[src/rtl/sig_absence_det.sv]
module sig_absence_det #(
  parameter int SQ_W     = 32,
  parameter int THR_W    = 16,
  parameter int SLICE_LO = 8,
  parameter int CNT_W    = 16
) (
  input  logic             clk,
  input  logic             rst_n,
  input  logic             en,
  input  logic [THR_W-1:0] thresh,
  input  logic [CNT_W-1:0] need_cnt,
  input  logic [CNT_W-1:0] win_len,
  input  logic [SQ_W-1:0]  sq_in,
  input  logic             sq_vld,
  output logic             freeze
);
  localparam int SLICE_HI = SLICE_LO + THR_W - 1;

  logic [CNT_W-1:0] win_cnt, low_cnt, last_idx;
  logic [THR_W-1:0] slice;
  logic             is_low, win_end, freeze_q;
  logic [CNT_W:0]   low_next;

  assign slice    = sq_in[SLICE_HI:SLICE_LO];
  assign is_low   = slice < thresh;
  assign last_idx = (win_len == '0) ? '0 : win_len - 1'b1;
  assign win_end  = sq_vld && (win_cnt >= last_idx);
  assign low_next = {1'b0, low_cnt} + (CNT_W+1)'(is_low);
  assign freeze   = freeze_q & en;

  always_ff @(posedge clk) begin
    if (!rst_n || !en) begin
      win_cnt  <= '0;
      low_cnt  <= '0;
      freeze_q <= 1'b0;
    end else if (sq_vld) begin
      if (win_end) begin
        win_cnt  <= '0;
        low_cnt  <= '0;
        freeze_q <= low_next >= {1'b0, need_cnt};
      end else begin
        win_cnt  <= win_cnt + 1'b1;
        low_cnt  <= low_next[CNT_W-1:0];
      end
    end
  end
endmodule

[config.mk]
export PLATFORM = sky130hd
export DESIGN_NAME = sig_absence_det
export DESIGN_NICKNAME = d
export VERILOG_FILES = /design/src/rtl/sig_absence_det.sv
export SDC_FILE = /design/constraint.sdc
export NUM_CORES = 1
export LEC_CHECK = 0
export BUFFER_PORTS_ARGS = -buffer_cell sky130_fd_sc_hd__buf_4
export CORE_MARGIN = 2
export CORE_UTILIZATION = 49
export DETAILED_ROUTE_END_ITERATION = 6
export GPL_ROUTABILITY_DRIVEN = 0
export HOLD_SLACK_MARGIN = 0.12
export PLACE_DENSITY = 0.78
export SYNTH_ARGS = -nofsm -noshare
export SYNTH_HDL_FRONTEND = slang
export SYNTH_SLANG_ARGS = --single-unit
[constraint.sdc]
create_clock -name clk -period 3.9 [get_ports clk]
set_input_delay 0.195 -clock clk [delete_from_list [all_inputs] [get_ports clk]]
set_output_delay 0.195 -clock clk [all_outputs]
set_load 0.05 [all_outputs]
Yosys cells after proc, flatten, opt, wreduce, memory -nomap -nowiden
Index checks and enable logic that the tools add are counted.
Word-level totals
  register bits after elaboration: 33
  logic and storage cells: 19
Operators by class
  multiplexer cells: 3
  reduce and logical (&&, ||, !) cells: 6
  order comparisons: 3
  bitwise operators: 1
  add/subtract/negate cells: 3
Operators with widths (number)
  $mux 16: 3
  $add 16x1->17: 1
  $ge 17x16->1: 1
  $add 16x1->16 const B: 1
  $ge 16x16->1: 1
  $logic_not 16->1: 1
  $lt 16x16->1: 1
  $sub 16x1->16 const B: 1
  $logic_not 1->1: 2
  $reduce_and 2->1: 1
  $and 1x1->1: 1
  $logic_and 1x1->1: 1
  $logic_or 1x1->1: 1

Depth between registers and ports, before layout
Gate-level depths: netlist of run 1.
  depth after elaboration: 5
  gate-level depth with buffers: 22
  depth with buffers taken out: 21

Worst setup path before layout of run 1
Ideal clock, no wire load.
  path type: in2reg
  from: input thresh[9]
  to: register freeze_q
  slack: -175 ps
  arrival: 3959 ps
  stages: 22
  buffers on the path: 1
  data required time: 3784 ps
  cell sequence: inv_1 ha_1 a21o_1 a21o_1 a211oi_1 o21bai_1 a21o_1 a221oi_1 ha_1 nand3_2 or2_1 buf_6 nor3_4 nand3_2 xnor2_1 ha_1 nand4_1 o41ai_1 nand2_1 o41ai_1 or4_1 o211a_1
On the way
  cells in the longest elaborated chain, start to end: 3
RTL lines
  start, declared: line 10  | input logic [THR_W-1:0] thresh,
  $lt 16x16->1: line 25  | assign is_low = slice < thresh;
  $add 16x1->17: line 28  | assign low_next = {1'b0, low_cnt} + (CNT_W+1)'(is_low);
  $ge 17x16->1: line 40  | freeze_q <= low_next >= {1'b0, need_cnt};
  end signal, assigned: line 40
  end, declared: line 21  | logic is_low, win_end, freeze_q;
Every way passes these cells.
A chain may end at the register's enable or synchronous reset.

Final worst setup path of run 1
Same ends and word-level chain as after synthesis.

==> impl_metrics.json, run 1 <==
{
  "rsz0062_at_grt": "yes",
  "max_freq_ghz": 0.2537,
  "violations": "setup timing",
  "diodes": 0,
  "postSynthAreaPerCell_um2": 7.951,
  "finalWorstSetupSlack_ns": -0.04232,
  "synth_ff_type": "dfxtp_1",
  "grt_pass1_wl_mm": 12.25,
  "die_width_um": 85.97,
  "hp-class": "input port to flip-flop",
  "final_nets": 634,
  "drc_errors": 0,
  "avgRoutedWirePerCell_um": 13.02,
  "ys_types": 58,
  "worstMarginPinSlew_ns": 0.7018,
  "crit_required_ns": 4.09,
  "synth_nets": 549,
  "root_buffer": "clkbuf_8",
  "drive_gt1_frac": 0.2840,
  "postSynth.asyncResetShare": 0,
  "dr.first_iter.drc_count": 114,
  "r2r-start": "low_cnt[0]$_SDFFE_PP0P_",
  "insertion_delay_ns": 0.29,
  "synthCells": 414,
  "crit_type": "input port to flip-flop",
  "final_common_cell": "buf_4",
  "setup_viol": 1,
  "synth_largest_area_cell": "dfxtp_1",
  "synth_top_area_frac": 0.2007,
  "max_slew_margin": 0.5304,
  "reg2reg_to": "freeze_q$_SDFFE_PP0P_",
  "crit_fanout": 5,
  "cts_tree": "built",
  "finalCritPeriodShare": 1.011,
  "ioPinCount": 85,
  "fin_cells": 577,
  "hold_end": "low_cnt[0]$_SDFFE_PP0P_",
  "ctsHoldBuffers": 0,
  "clockBufferDepth": 2,
  "dr_wl_met2_mm": 3.597,
  "clock_skew_ns": 0.006539,
  "clock-sinks": 33,
  "die-height_um": 85.97,
  "first_pass_iters": 4,
  "ant_nets": 0,
  "grt_max_degree": 16,
  "grt_usage": 0.2011,
  "hpwl_mm": 5.896,
  "first_global_vias": 2891,
  "h-tree-depth": 2,
  "avgViaCountPerCell": 5.360,
  "reg2reg_slack_ns": 0.95,
  "status": "complete, but fails checks",
  "yosysWarnings": 0,
  "hold_viol_final": 0,
  "period_minus_slack_ns": 3.942,
  "cp-start-kind": "input port",
  "reg2reg_depth": 12,
  "timing.hold.ws_ns": 0.2576,
  "ys_seq_elements": 33,
  "initial_utilization": 0.5126,
  "p_leak_nw": 2.016,
  "setup.worst_path.end_class": "flip-flop",
  "critPathArrivalTime_ns": 4.13,
  "synthToLayoutAreaGrowth_pct": 26.95,
  "dieArea_um2": 7390,
  "maxCapViolations": 0,
  "final_cell_mix": "buf_4, ha_1, inv_1, nand2_1, nor2_1",
  "holdPathStages": 3,
  "placed_cells": 565,
  "vias": 3093,
  "antenna_found_initial": 0,
  "port-buffer-count": 68,
  "powerDensity_nw_per_um2": 190.2,
  "synth_area_um2": 3292,
  "synth_edf_count": 0,
  "row_count": 29,
  "drt-met1-wl_mm": 3.494,
  "numCtsBuffers": 5,
  "core_um2": 6422,
  "clk_pin_slew_worst_paths_ns": 0.07,
  "report.final.slew_viol_count": 0,
  "met3_wirelength_um": 312,
  "routed_wl_mm": 7.510,
  "peakVddDrop_mv": 0.1771,
  "grt_overflow": 0,
  "ys_seq_area_frac": 0.2007,
  "synth_area_leaders": "dfxtp_1, ha_1, xnor2_1",
  "top_layer": "met4",
  "min_from": "sq_vld"
}
-- worst max path at each step --
stage	from	end	slack (ns)	cells after the start
global placement	sq_in[17]	freeze_q$_SDFFE_PP0P_	-0.20	20
finish	thresh[9]	freeze_q$_SDFFE_PP0P_	-0.04	21
CTS	sq_in[17]	freeze_q$_SDFFE_PP0P_	0.02	21
floorplan	thresh[9]	freeze_q$_SDFFE_PP0P_	0.01	22
detailed placement	sq_in[17]	freeze_q$_SDFFE_PP0P_	-0.37	20
global route	thresh[9]	freeze_q$_SDFFE_PP0P_	-0.24	21
-- metrics by stage --
| stage | area [µm²] | setup TNS, ns | util | power [W] | worst slack (ns) |
|---|---|---|---|---|---|
| 6_report | 4179 | -0.04232 | 0.6507 | 0.0007949 | -0.04232 |
| 5_1_grt | 4179 | -0.2395 | 0.6507 | 0.0008339 | -0.2395 |
| 4_1_cts | 4051 | 0 | 0.6308 | 0.0007879 | 0.01575 |
| 3_5_place_dp | 3960 | -0.3668 | 0.6166 | 0.0005308 | -0.3668 |
| 3_3_place_gp | 3960 | -0.1976 | 0.6166 | 0.0005239 | -0.1976 |
| 2_1_floorplan | 3306 | 0 | - | 0.0004487 | 0.01397 |
-- worst max-delay path, stage by stage --
cell      delay, ns
buf_4          0.11
inv_2          0.05
ha_4           0.19
a21o_1         0.15
a21o_1         0.16
a211oi_2       0.20
o21bai_1       0.10
a21o_1         0.21
a221oi_4       0.25
ha_2           0.23
nand4_1        0.21
or3_4          0.50
nor2_4         0.12
xor2_2         0.21
ha_4           0.24
a21oi_2        0.12
o21ai_1        0.07
a21oi_1        0.12
o21ai_1        0.07
or4_1          0.48
o211a_1        0.14
-- power breakdown --
part           leakage [nW]  switching (W)  total (W)  internal [W]
clock                0.0439       0.000139   0.000262      0.000123
combinational          1.71      0.0000885   0.000194      0.000105
sequential            0.266     0.00000145   0.000339      0.000338
total                  2.02       0.000229   0.000795      0.000566
-- kinds of logic (layout without fill, tap and decap cells) --
kind of cell               Yosys count  in the layout  synth area share
buffers and inverters               55            141           0.07450
xor gates and xnor gates            38             38            0.1057
adders and majority gates           51             51            0.1938
and+or+nand+nor                    160            160            0.2543
AOI/OAI and AO/OA                   74             74            0.1619
DFF                                 33             33            0.2007
muxes                                3              3          0.009122
-- synth_stat cells, drive strengths merged, types with 2 or more instances --
library cell  instances
a211oi                3
a21o                 11
a21oi                27
a22o                  6
and2                  4
buf                   9
clkbuf                2
dfxtp                33
ha                   51
inv                  44
mux2i                 3
nand2                44
nand2b                4
nand3                23
nand4                10
nor2                 45
nor3                 12
nor3b                 2
o21a                  2
o21ai                 9
o2bb2ai               4
o41ai                 2
or3                   7
xnor2                21
xor2                 17
-- per-layer routing --
metal | up-vias | GRT usage
li1 | 1594 | -
met1 | 1417 | 0.2633
met2 | 71 | 0.3460
met3 | 11 | 0.02984
met4 | 0 | 0.05051
met5 | - | 0
-- timing repair --
item	4_1_cts	5_1_grt
setup buffers	0	4
endpoints found under the setup margin	1	1
pin swaps	0	12
hold endpoints to repair	0	0
gates resized for setup	1	19
gates cloned	0	0
-- registers in the layout, indices dropped and copies added (netlist names) --
register  count
freeze_q      1
low_cnt      16
win_cnt      16
-- final cells by class --
class	count	area [µm²]
Tap cell	77	96.34
Multi-Input combinational cell	326	2502
Timing Repair Buffer	89	668.1
Clock inverter	3	17.52
Sequential cell	33	660.6
Clock buffer	5	68.82
Fill cell	538	2243
Inverter	44	165.2
(Power assumes the default switching activity.)
==> run 2: changes to the inputs <==
- PLACE_DENSITY: 0.78 -> not set
- PLACE_DENSITY_LB_ADDON: not set -> 0.05
==> impl_metrics.json, run 2 (same netlist as run 1, synthesis figures left out) <==
{
  "status": "complete, no violations",
  "p_leak_nw": 2.009,
  "worstMarginPinSlew_ns": 0.6967,
  "rsz0062_at_grt": "yes",
  "max_freq_ghz": 0.2570,
  "root_buffer": "clkbuf_8",
  "hpwl_mm": 5.866,
  "crit_required_ns": 4.09,
  "finalPower_w": 0.0007763,
  "dieArea_um2": 7390,
  "critPathArrivalTime_ns": 4.08,
  "place_area_um2": 3998,
  "powerDensity_nw_per_um2": 187.4,
  "reg_top3": "low_cnt x16, win_cnt x16, freeze_q x1",
  "ioPinCount": 85,
  "final_util": 0.6448,
  "report.final.slew_viol_count": 0,
  "synthToLayoutAreaGrowth_pct": 25.81,
  "final_nets": 638,
  "finalCritPeriodShare": 0.9977,
  "final.setup.tns_ns": 0,
  "hold_viol_final": 0,
  "ff_latch_area_um2": 660.6,
  "setup.worst_path.end_class": "flip-flop",
  "antenna_found_initial": 0,
  "routed_wl_mm": 7.139,
  "grt_overflow": 0,
  "clock-sinks": 33,
  "setup_viol": 0,
  "clk_pin_slew_worst_paths_ns": 0.07,
  "drc_errors": 0,
  "peakVddDrop_mv": 0.2424,
  "h-tree-depth": 2,
  "timing.hold.ws_ns": 0.2540,
  "drive_gt1_frac": 0.2758,
  "multi_input_area_um2": 2435,
  "crit_type": "input port to flip-flop",
  "first_pass_iters": 4,
  "die_width_um": 85.97,
  "final_design_area_no_fill_um2": 4141,
  "core_um2": 6422,
  "maxCapViolations": 0,
  "reg2reg_depth": 12,
  "final_common_cell": "buf_4",
  "vias": 3049,
  "reg2reg_slack_ns": 0.99,
  "hp-class": "input port to flip-flop",
  "die-height_um": 85.97,
  "cp-start-kind": "input port",
  "crit_fanout": 4,
  "cts_tree": "built",
  "diodes": 0,
  "dr.first_iter.drc_count": 128,
  "max_slew_margin": 0.5338,
  "holdPathStages": 3,
  "num-fill-cells": 576,
  "clockBufferDepth": 2,
  "grt_pass1_wl_mm": 11.99,
  "row_count": 29,
  "final_cell_mix": "buf_4, ha_1, inv_1, nand2_1, nor2_1",
  "grt_usage": 0.1960,
  "insertion_delay_ns": 0.29,
  "grt_max_degree": 16,
  "ant_nets": 0,
  "first_global_vias": 2809,
  "avgRoutedWirePerCell_um": 12.29,
  "clock_skew_ns": 0.004761,
  "period_minus_slack_ns": 3.891,
  "numCtsBuffers": 5,
  "port-buffer-count": 68,
  "avgViaCountPerCell": 5.248,
  "initial_utilization": 0.5126
}
## run 2: cell count changes in the layout (fill, tap and decap cells not counted), sizes merged
cell,change
buf,+4
## run 2: final cells by class
class                      instances  share of cell area
timing repair buffer              93              0.1686
inverter                          44             0.03988
clock inverter                     3            0.004230
tap                               77             0.02326
multi-input combinational        326              0.5879
clock buffer                       5             0.01662
sequential                        33              0.1595
## run 2: what timing repair did
action                                 in CTS  in global routing
pin swaps                                   0                  8
setup endpoints to repair                   1                  1
gates resized for setup                     2                  8
setup buffers                               0                  3
endpoints found under the hold margin       0                  0
hold buffers                                0                  0
## run 2: per-stage QoR
stage | setup WS, ns | std cells
after floorplan | 0.01397 | 414
after global placement | -0.2350 | 570
after detailed placement | -0.3400 | 570
after CTS | 0.01459 | 578
after global routing | -0.1701 | 581
final | 0.008944 | 581
## run 2: report_power, final
group / internal, W / switching [W]
combinational: 0.000101 / 0.0000825
sequential: 0.000338 / 0.00000148
clock: 0.000123 / 0.000130
total: 0.000562 / 0.000214
## run 2: layer usage
metal / GRT usage / up-vias / part of all wire
met2: 0.3284 / 54 / 0.47
met1: 0.2651 / 1382 / 0.48
li1: - / 1608 / -
met5: 0 / - / 0
met3: 0.03176 / 5 / 0.043
met4: 0.04185 / 0 / 0.0074
## run 2: worst max-delay path, stage by stage
cell	delay (ns)
buf_4	0.11
ha_1	0.29
a21o_1	0.16
a21o_1	0.15
a211oi_2	0.16
o21bai_1	0.08
a21o_1	0.17
a221oi_2	0.30
ha_2	0.24
nand4_1	0.20
or3_4	0.48
nor2_4	0.11
xor2_2	0.16
ha_1	0.28
nand4_1	0.12
o41ai_1	0.10
nand2_1	0.07
o41ai_1	0.07
or4_1	0.49
o211a_1	0.14
## run 2: worst paths after layout
path | start | to
worst max register to register | low_cnt[0]$_SDFFE_PP0P_ | freeze_q$_SDFFE_PP0P_
worst max-delay path | sq_in[17] | freeze_q$_SDFFE_PP0P_
worst min register to register | win_cnt[0]$_SDFFE_PP0P_ | win_cnt[0]$_SDFFE_PP0P_
worst min-delay path | sq_vld | win_cnt[0]$_SDFFE_PP0P_
==> run 3: changes to the inputs <==
- CELL_PAD_IN_SITES_DETAIL_PLACEMENT: not set -> 0
- CELL_PAD_IN_SITES_GLOBAL_PLACEMENT: not set -> 1
- CORE_UTILIZATION: 49 -> 35
==> impl_metrics.json, run 3 (same netlist as run 1, synthesis figures left out) <==
{
  "status": "complete, no violations",
  "die-height_um": 101.0,
  "crit_type": "input port to flip-flop",
  "dieArea_um2": 10200,
  "p_leak_nw": 2.077,
  "finalCritPeriodShare": 0.9982,
  "row_count": 35,
  "critPathArrivalTime_ns": 4.08,
  "final_design_area_no_fill_um2": 4350,
  "clockBufferDepth": 2,
  "setup_viol": 0,
  "powerDensity_nw_per_um2": 202.9,
  "hp-class": "input port to flip-flop",
  "drc_errors": 0,
  "maxCapViolations": 0,
  "use_met3": 0.02427,
  "first_global_vias": 2789,
  "setup.worst_path.end_class": "flip-flop",
  "reg_top3": "low_cnt x16, win_cnt x16, freeze_q x1",
  "cp_slowest_stage_delay_ns": 0.50,
  "rsz0062_at_grt": "yes",
  "cp_cell_sequence": "buf_4 -> inv_2 -> ha_4 -> a21o_1 -> a31oi_1 -> o21ai_1 -> a211o_1 -> a221oi_4 -> ha_2 -> nand4_1 -> buf_4 -> nor4_4 -> buf_4 -> nand2_2 -> xnor2_2 -> ha_1 -> a21oi_2 -> o21ai_1 -> a21oi_1 -> o21ai_1 -> or4_1 -> o211a_1",
  "final_common_cell": "buf_4",
  "clk_pin_slew_worst_paths_ns": 0.07,
  "max_freq_ghz": 0.2569,
  "port-buffer-count": 68,
  "core_um2": 9196,
  "h-tree-depth": 2,
  "use_met2": 0.2379,
  "grt_usage": 0.1527,
  "insertion_delay_ns": 0.28,
  "vias": 3078,
  "finalPower_w": 0.0008826,
  "final_util": 0.4731,
  "first_pass_iters": 4,
  "final_nets": 647,
  "drive_gt1_frac": 0.3021,
  "peakVddDrop_mv": 0.1692,
  "report.final.slew_viol_count": 0,
  "avgViaCountPerCell": 4.933,
  "globalRoute.busiestLayer": "met2",
  "timing.hold.ws_ns": 0.2678,
  "synthToLayoutAreaGrowth_pct": 32.16,
  "grtUsageMet1": 0.2223,
  "cts_tree": "built",
  "root_buffer": "clkbuf_8",
  "die_width_um": 101.0,
  "hpwl_mm": 6.334,
  "clock_skew_ns": 0.004435,
  "ant_nets": 0,
  "crit_required_ns": 4.08,
  "antenna_found_initial": 0,
  "numCtsBuffers": 5,
  "cp-start-kind": "input port",
  "final_cell_mix": "buf_4, ha_1, nand2_1, inv_1, nor2_1",
  "slowest_stage": "or4_1",
  "max_slew_margin": 0.4880,
  "final.setup.tns_ns": 0,
  "dr.first_iter.drc_count": 71,
  "grt_overflow": 0,
  "worstMarginPinSlew_ns": 0.7651,
  "ioPinCount": 85,
  "clock-sinks": 33,
  "place_area_um2": 4100,
  "routed_wl_mm": 7.854,
  "diodes": 0,
  "avgRoutedWirePerCell_um": 12.59,
  "grt_pass1_wl_mm": 12.66,
  "grt_max_degree": 16,
  "crit_fanout": 3,
  "initial_utilization": 0.3580,
  "period_minus_slack_ns": 3.893,
  "hold_viol_final": 0
}
run 3: changes by cell type in the layout (fill, tap and decap cells not counted), sizes merged:
cell / delta
bufinv: +1
clkinvlp: -1
clkinv: -2
buf: +9
clkbuf: +2
run 3: repair_timing:
item                       CTS  global route
hold buffers                 0             0
pin swaps                    0            18
buffers inserted             0             4
setup endpoints to repair    1             1
gates resized for setup      1            22
run 3: routing by layer:
metal	routed length, µm	share of wire
met1	3979	0.51
met2	3475	0.44
met3	344	0.044
met4	54	0.0069
met5	0	0
run 3: critical path: cells and delay by family:
family / cells / cell delay [ns]
buffers and inverters: 4 / 0.53
AOI/OAI and AO/OA: 10 / 1.56
adders and majority gates: 3 / 0.76
xor gates and xnor gates: 1 / 0.14
and+or+nand+nor: 4 / 0.88
run 3: through the flow:
step	std cells	setup WS (ns)
final	624	0.006972
after CTS	620	0.02250
after global placement	612	-0.3074
after detailed placement	612	-0.3662
after floorplan	414	0.01397
after global routing	624	-0.2313
run 3: worst paths after layout:
| check | from | endpoint | slack (ns) | cells after the start |
|---|---|---|---|---|
| worst max-delay path | thresh[5] | freeze_q$_SDFFE_PP0P_ | 0.007 | 22 |
| worst min-delay path | sq_vld | low_cnt[0]$_SDFFE_PP0P_ | 0.27 | 3 |
| worst max register to register | low_cnt[0]$_SDFFE_PP0P_ | freeze_q$_SDFFE_PP0P_ | 0.97 | 14 |
| worst min register to register | low_cnt[0]$_SDFFE_PP0P_ | low_cnt[0]$_SDFFE_PP0P_ | 0.50 | 2 |
run 3: final cells by class:
type / instances / area [µm²]
Fill cell: 960 / 4846
Multi-Input combinational cell: 326 / 2494
Timing Repair Buffer: 102 / 773.2
Sequential cell: 33 / 660.6
Inverter: 44 / 167.7
Tap cell: 111 / 138.9
Clock buffer: 7 / 86.33
Clock inverter: 1 / 30.03
run 3: power by group:
part | total [W] | internal, W | switching, W
Clock | 0.000340 | 0.000208 | 0.000132
Combinational | 0.000203 | 0.000112 | 0.0000912
Sequential | 0.000340 | 0.000338 | 0.00000155
Total | 0.000883 | 0.000658 | 0.000224
